==> src/rtl/vsc_pkg.sv <==
// Shared types for the sync slave conditioner.
// Assumes the configuration word is packed with slave select in bit 0.
package vsc_pkg;

    localparam int CFG_W = 6;

    typedef enum logic [1:0] {
        FM_VLATCH = 2'd0,
        FM_DIRECT = 2'd1,
        FM_VLEVEL = 2'd2,
        FM_PHASE  = 2'd3
    } fmode_e;

    typedef struct packed {
        fmode_e fmode;   // bits 5:4
        logic   finv;    // bit 3
        logic   vpol;    // bit 2
        logic   hpol;    // bit 1
        logic   slave;   // bit 0
    } vsc_cfg_t;

endpackage

==> src/rtl/vsc_cfg_reg.sv <==
// Configuration register: stores the six control bits and returns them
// zero-extended on the read port. Assumes DATA_W exceeds the field width.
module vsc_cfg_reg
    import vsc_pkg::*;
#(
    parameter int DATA_W = 32
) (
    input  logic                 clk,
    input  logic                 rst_n,
    input  logic                 wr,
    input  logic [CFG_W-1:0]     wdata,
    output vsc_cfg_t             cfg,
    output logic [DATA_W-1:0]    rdata
);
    localparam int PAD_W = DATA_W - CFG_W;

    // Capture a new configuration on each write.
    always_ff @(posedge clk) begin
        if (!rst_n) begin
            cfg <= '0;
        end else if (wr) begin
            cfg <= vsc_cfg_t'(wdata);
        end
    end

    // Read-back with the unused upper bits tied low.
    always_comb begin
        rdata = {{PAD_W{1'b0}}, cfg};
    end
endmodule

==> src/rtl/vsc_sync_edge.sv <==
// Polarity normalizer with a one-clock delayed copy for rising-edge detect.
// Assumes the raw input is already synchronous to clk.
module vsc_sync_edge (
    input  logic clk,
    input  logic rst_n,
    input  logic raw,
    input  logic inv,
    output logic lvl,
    output logic rise
);
    logic lvl_d;

    // Apply the configured polarity.
    always_comb begin
        lvl  = raw ^ inv;
        rise = lvl & ~lvl_d;
    end

    // Keep last cycle's normalized level.
    always_ff @(posedge clk) begin
        if (!rst_n) begin
            lvl_d <= 1'b0;
        end else begin
            lvl_d <= lvl;
        end
    end
endmodule

==> src/rtl/vsc_field_resolve.sv <==
// Field identifier resolver: picks among a latched field, the direct field,
// the vertical sync level, or a field inferred from the vertical sync edge
// position within the line. Assumes normalized, edge-detected inputs.
module vsc_field_resolve
    import vsc_pkg::*;
#(
    parameter int CNT_W = 12
) (
    input  logic   clk,
    input  logic   rst_n,
    input  fmode_e mode,
    input  logic   h_rise,
    input  logic   v_rise,
    input  logic   v_lvl,
    input  logic   f_lvl,
    output logic   fid_next
);
    localparam logic [CNT_W-1:0] POS_MAX = {CNT_W{1'b1}};

    logic [CNT_W-1:0] pos_q;
    logic [CNT_W-1:0] len_q;
    logic [CNT_W-1:0] cur_pos;
    logic             late_half;
    logic             lat_q;
    logic             ph_q;

    // Position in the current line; zero on a horizontal leading edge.
    always_comb begin
        cur_pos   = h_rise ? '0 : pos_q;
        late_half = ({cur_pos, 1'b0} >= {1'b0, len_q});
    end

    // Line position counter and previous line length.
    always_ff @(posedge clk) begin
        if (!rst_n) begin
            pos_q <= '0;
            len_q <= '0;
        end else begin
            pos_q <= (cur_pos == POS_MAX) ? POS_MAX : cur_pos + CNT_W'(1);
            if (h_rise) begin
                len_q <= pos_q;
            end
        end
    end

    // Field holders updated at each vertical leading edge.
    always_ff @(posedge clk) begin
        if (!rst_n) begin
            lat_q <= 1'b0;
            ph_q  <= 1'b0;
        end else if (v_rise) begin
            lat_q <= f_lvl;
            ph_q  <= late_half;
        end
    end

    // Mode selection of the next field value.
    always_comb begin
        case (mode)
            FM_VLATCH: fid_next = v_rise ? f_lvl : lat_q;
            FM_DIRECT: fid_next = f_lvl;
            FM_VLEVEL: fid_next = v_lvl;
            default:   fid_next = v_rise ? late_half : ph_q;
        endcase
    end
endmodule

==> src/rtl/vsync_slave_cond.sv <==
// Top of the sync slave conditioner: selects internal master timing or
// conditioned external sync and registers the three outputs.
// Assumes all inputs are synchronous to clk.
module vsync_slave_cond
    import vsc_pkg::*;
#(
    parameter int DATA_W = 32,
    parameter int CNT_W  = 12
) (
    input  logic              clk,
    input  logic              rst_n,
    input  logic              reg_wr,
    input  logic [CFG_W-1:0]  reg_wdata,
    output logic [DATA_W-1:0] reg_rdata,
    input  logic              int_hsync,
    input  logic              int_vsync,
    input  logic              int_field,
    input  logic              ext_hsync,
    input  logic              ext_vsync,
    input  logic              ext_field,
    output logic              hsync_o,
    output logic              vsync_o,
    output logic              field_o
);
    localparam int NSYNC = 2;   // 0 = horizontal, 1 = vertical

    vsc_cfg_t         cfg;
    logic [NSYNC-1:0] s_raw;
    logic [NSYNC-1:0] s_inv;
    logic [NSYNC-1:0] s_lvl;
    logic [NSYNC-1:0] s_rise;
    logic             f_lvl;
    logic             fid_next;

    vsc_cfg_reg #(.DATA_W(DATA_W)) cfg_i (
        .clk   (clk),
        .rst_n (rst_n),
        .wr    (reg_wr),
        .wdata (reg_wdata),
        .cfg   (cfg),
        .rdata (reg_rdata)
    );

    // Route the sync inputs and polarity bits to the normalizers.
    always_comb begin
        s_raw = {ext_vsync, ext_hsync};
        s_inv = {cfg.vpol, cfg.hpol};
        f_lvl = ext_field ^ cfg.finv;
    end

    for (genvar g = 0; g < NSYNC; g++) begin : g_sync
        vsc_sync_edge edge_i (
            .clk   (clk),
            .rst_n (rst_n),
            .raw   (s_raw[g]),
            .inv   (s_inv[g]),
            .lvl   (s_lvl[g]),
            .rise  (s_rise[g])
        );
    end

    vsc_field_resolve #(.CNT_W(CNT_W)) fid_i (
        .clk      (clk),
        .rst_n    (rst_n),
        .mode     (cfg.fmode),
        .h_rise   (s_rise[0]),
        .v_rise   (s_rise[1]),
        .v_lvl    (s_lvl[1]),
        .f_lvl    (f_lvl),
        .fid_next (fid_next)
    );

    // Output registers with master/slave source select.
    always_ff @(posedge clk) begin
        if (!rst_n) begin
            hsync_o <= 1'b0;
            vsync_o <= 1'b0;
            field_o <= 1'b0;
        end else if (cfg.slave) begin
            hsync_o <= s_lvl[0];
            vsync_o <= s_lvl[1];
            field_o <= fid_next;
        end else begin
            hsync_o <= int_hsync;
            vsync_o <= int_vsync;
            field_o <= int_field;
        end
    end
endmodule

==> config.mk <==
export PLATFORM = sky130hd
export DESIGN_NAME = vsync_slave_cond
export DESIGN_NICKNAME = d
export VERILOG_FILES = /design/src/rtl/vsc_pkg.sv /design/src/rtl/vsc_cfg_reg.sv /design/src/rtl/vsc_sync_edge.sv /design/src/rtl/vsc_field_resolve.sv /design/src/rtl/vsync_slave_cond.sv
export SDC_FILE = /design/constraint.sdc
export NUM_CORES = 1
export LEC_CHECK = 0
export BUFFER_PORTS_ARGS = -buffer_cell sky130_fd_sc_hd__buf_2
export CAP_MARGIN = 40
export CORE_MARGIN = 2
export CORE_UTILIZATION = 45
export CTS_BUF_LIST = sky130_fd_sc_hd__clkbuf_4
export CTS_CLUSTER_SIZE = 16
export DETAILED_ROUTE_END_ITERATION = 8
export GPL_ROUTABILITY_DRIVEN = 0
export GPL_TIMING_DRIVEN = 1
export PLACE_DENSITY = 0.68
export REMOVE_ABC_BUFFERS = 1
export SLEW_MARGIN = 20
export SYNTH_ARGS = -nofsm -noshare
export SYNTH_HDL_FRONTEND = slang
export SYNTH_SLANG_ARGS = --single-unit
==> constraint.sdc <==
create_clock -name clk -period 3.8 [get_ports clk]
set_clock_uncertainty 0.15 [all_clocks]
set_input_delay 0.38 -clock clk [delete_from_list [all_inputs] [get_ports clk]]
set_output_delay 0.38 -clock clk [all_outputs]
set_load 0.05 [all_outputs]
==> flow_summary.json <==
{
  "io_pins": 50,
  "drive_gt1_share_pct": 15.8,
  "worstMarginPinSlew_ps": 623,
  "fmax_mhz": 380,
  "cts_tree": "yes",
  "vias": 1596,
  "ff_latch_area_sq_um": 741,
  "hold_depth": 2,
  "grt_max_degree": 40,
  "period_share_pct": 69.3,
  "gr-total-overflow": 0,
  "setup_tns_ps": 0,
  "drt-pass1-iter-count": 4,
  "muxShareOfSynthArea_pct": 2.75,
  "dieHeight_microns": 73.6,
  "crit_arrival_ps": 2730,
  "critical_path.reg2reg.startpoint": "cfg_i.cfg[1]",
  "die_area_sq_mm": 0.00542,
  "cts_hold_buf": 0,
  "drc": 0,
  "wl_microns": 3930,
  "worstSetupEndpoint": "field_o",
  "antenna_cells": 0,
  "numPortBuffers": 23,
  "ys_ff_latch": 37,
  "synth_adder_area_share_pct": 5.74,
  "seq_area_frac_synth_pct": 34.0,
  "layout_common_cells": "nand2_1, dfxtp_1, conb_1, buf_2, inv_1",
  "path_clk_slew_ps": 120,
  "die_w_microns": 73.6,
  "via_per_inst": 4.90,
  "cpPeakStageDelay_ps": 470,
  "final_cells": 326,
  "reg2reg_slack_ps": 1170,
  "critPathLaunch": "cfg_i.cfg[1]",
  "wl_per_cell_microns": 12.0,
  "worst-path-max-fanout": 22,
  "ys_types": 50,
  "synth_edf_count": 0,
  "status": "finished, final reports clean",
  "required_ps": 3890,
  "finalMaxSlewViolations": 0,
  "htree_levels": 2,
  "clockBufferDepth": 2,
  "numClockSinks": 37,
  "slew_headroom_pct": 58.4,
  "post-route-min-period_ps": 2630,
  "powerDensity_mw_per_mm2": 402,
  "layout.cells.most_common": "nand2_1",
  "track_usage_pct": 15.4,
  "crit_buf_inv": 0,
  "synth.avg_cell_area_sq_um": 8.59,
  "stdcell_area_sq_mm": 0.00231,
  "worstSetupStartpointType": "register",
  "area_growth_pct": 5.74,
  "synth_xor_area_share_pct": 4.36,
  "post_cts_buffers": 0,
  "initial_core_util_pct": 46.5,
  "cts_root_buf": "clkbuf_4",
  "fin_util_pct": 49.1,
  "drtIter0Drc": 45,
  "synth_top_family_by_area": "simple AND/OR/NAND/NOR gates",
  "row_count": 25,
  "yosys_most_used_dff": "dfxtp_1",
  "rr_endpoint": "field_o",
  "ys_warn_count": 0,
  "cp.depth": 8,
  "fillers": 493,
  "netlist_area_sq_mm": 0.00218,
  "rsz0062_at_grt": "no",
  "r2r_cells": 8,
  "min_path_type": "in2reg",
  "grt_pass1_wl_microns": 6500,
  "power.leakage_nw": 1.03,
  "placed_area_sq_mm": 0.00220,
  "post_cts_resized": 0,
  "finalHoldViolations": 0,
  "cap_violations": 0,
  "crit_family": "compound AO/OA/AOI/OAI gates",
  "synth_top_cell_by_area": "dfxtp_1",
  "antenna_found_initial": 0,
  "max-vdd-ir-drop_v": 0.000235,
  "core_sq_mm": 0.00469,
  "crit_type": "reg2reg",
  "slowest_stage": "or2_2",
  "clk_latency_ps": 350,
  "dp_hpwl_microns": 2870,
  "place_ws_ps": 1020,
  "synthCells": 254,
  "numCtsBuffers": 5,
  "dp.cells": 318,
  "finalSetupViolCount": 0,
  "synth_top_area_share_pct": 34.0,
  "multi_input_area_sq_mm": 0.00121,
  "crit_chain": "xnor2_2, or2_2, and2_1, ha_1, a21o_1, a2111oi_0, o211a_1, a32oi_1",
  "yosys-top-cells-area": "dfxtp_1, buf_4, nand2_1",
  "synth-compound-area-share_pct": 17.9,
  "crit_path_end_kind": "register",
  "synthSimpleGateAreaFrac_pct": 20.2,
  "grt_pass1_vias": 1463,
  "ys_async_sr_fraction_pct": 0,
  "ant_nets": 0,
  "setup_ws_ps": 1170,
  "fin_nets": 296
}
[metal layers]
| metal | global-route usage [%] | up-vias | part of all wire, % |
|---|---|---|---|
| met4 | 5.45 | 0 | 1.7 |
| li1 | - | 835 | - |
| met3 | 3.70 | 7 | 3.0 |
| met1 | 18.6 | 723 | 48 |
| met2 | 26.4 | 31 | 47 |
| met5 | 0 | - | 0 |
[metrics by stage]
stage | total power (W) | hold slack [ps]
after floorplan | 0.000558 | 293
after global placement | 0.000595 | 306
after detailed placement | 0.000596 | 315
after CTS | 0.000937 | 78.4
after global routing | 0.000968 | 80.4
final | 0.000928 | 96.2
[how the worst min path moves through the flow]
stage | start | endpoint | slack [ps]
after floorplan | fid_i.len_q[10] | fid_i.len_q[10] | 290
after global placement | fid_i.len_q[9] | fid_i.len_q[9] | 310
after detailed placement | fid_i.len_q[11] | fid_i.len_q[11] | 320
after CTS | int_hsync | hsync_o | 80
after global routing | int_hsync | hsync_o | 80
final | int_hsync | hsync_o | 100
[kinds of logic (layout without fill, tap and decap cells)]
family,after synthesis,count (layout)
compound gates,51,51
simple gates,83,83
other cells,1,26
flops,37,37
fa+ha+maj,10,10
buf+inv,56,49
mux,6,6
xor+xnor,10,10
[worst reg2reg max path: stages, from the launching register on]
cell and delay (ps):
dfxtp_1 360, xnor2_2 210, or2_2 470, and2_1 230, ha_1 280, a21o_1 150
a2111oi_0 370, o211a_1 220, a32oi_1 80
[registers in the layout (all words and copies together) (netlist names)]
name / count
hsync_o: 1
fid_i.len_q: 12
fid_i.pos_q: 12
field_o: 1
cfg_i.cfg: 6
fid_i.lat_q: 1
vsync_o: 1
g_sync.edge_i.lvl_d: 2
fid_i.ph_q: 1
[Yosys cell counts (all sizes together), types with 2 or more instances]
master / count
o21ai: 4
mux2i: 6
clkbuf: 9
and4: 2
buf: 30
nand3: 3
inv: 17
a211o: 2
o211a: 6
nor3: 3
a21oi: 8
nand4: 2
a21boi: 12
nor4: 2
ha: 10
nand2: 38
and2: 8
nor2b: 8
o21a: 7
xnor2: 6
nor2: 9
nand2b: 2
xor2: 4
dfxtp: 37
[cell type report]
| cell class | instances | area share (%) |
|---|---|---|
| Clock buffer | 5 | 1.63 |
| Clock inverter | 3 | 2.82 |
| Inverter | 17 | 2.77 |
| Multi-Input combinational cell | 186 | 52.4 |
| Sequential cell | 37 | 32.1 |
| Tap cell | 54 | 2.93 |
| Timing Repair Buffer | 24 | 5.32 |
[power by group]
part	internal (W)	switching, W
combinational	0.0000415	0.000128
sequential	0.000402	0.0000158
clock	0.000204	0.000137
No activity file was read; power rests on OpenSTA's default activity.
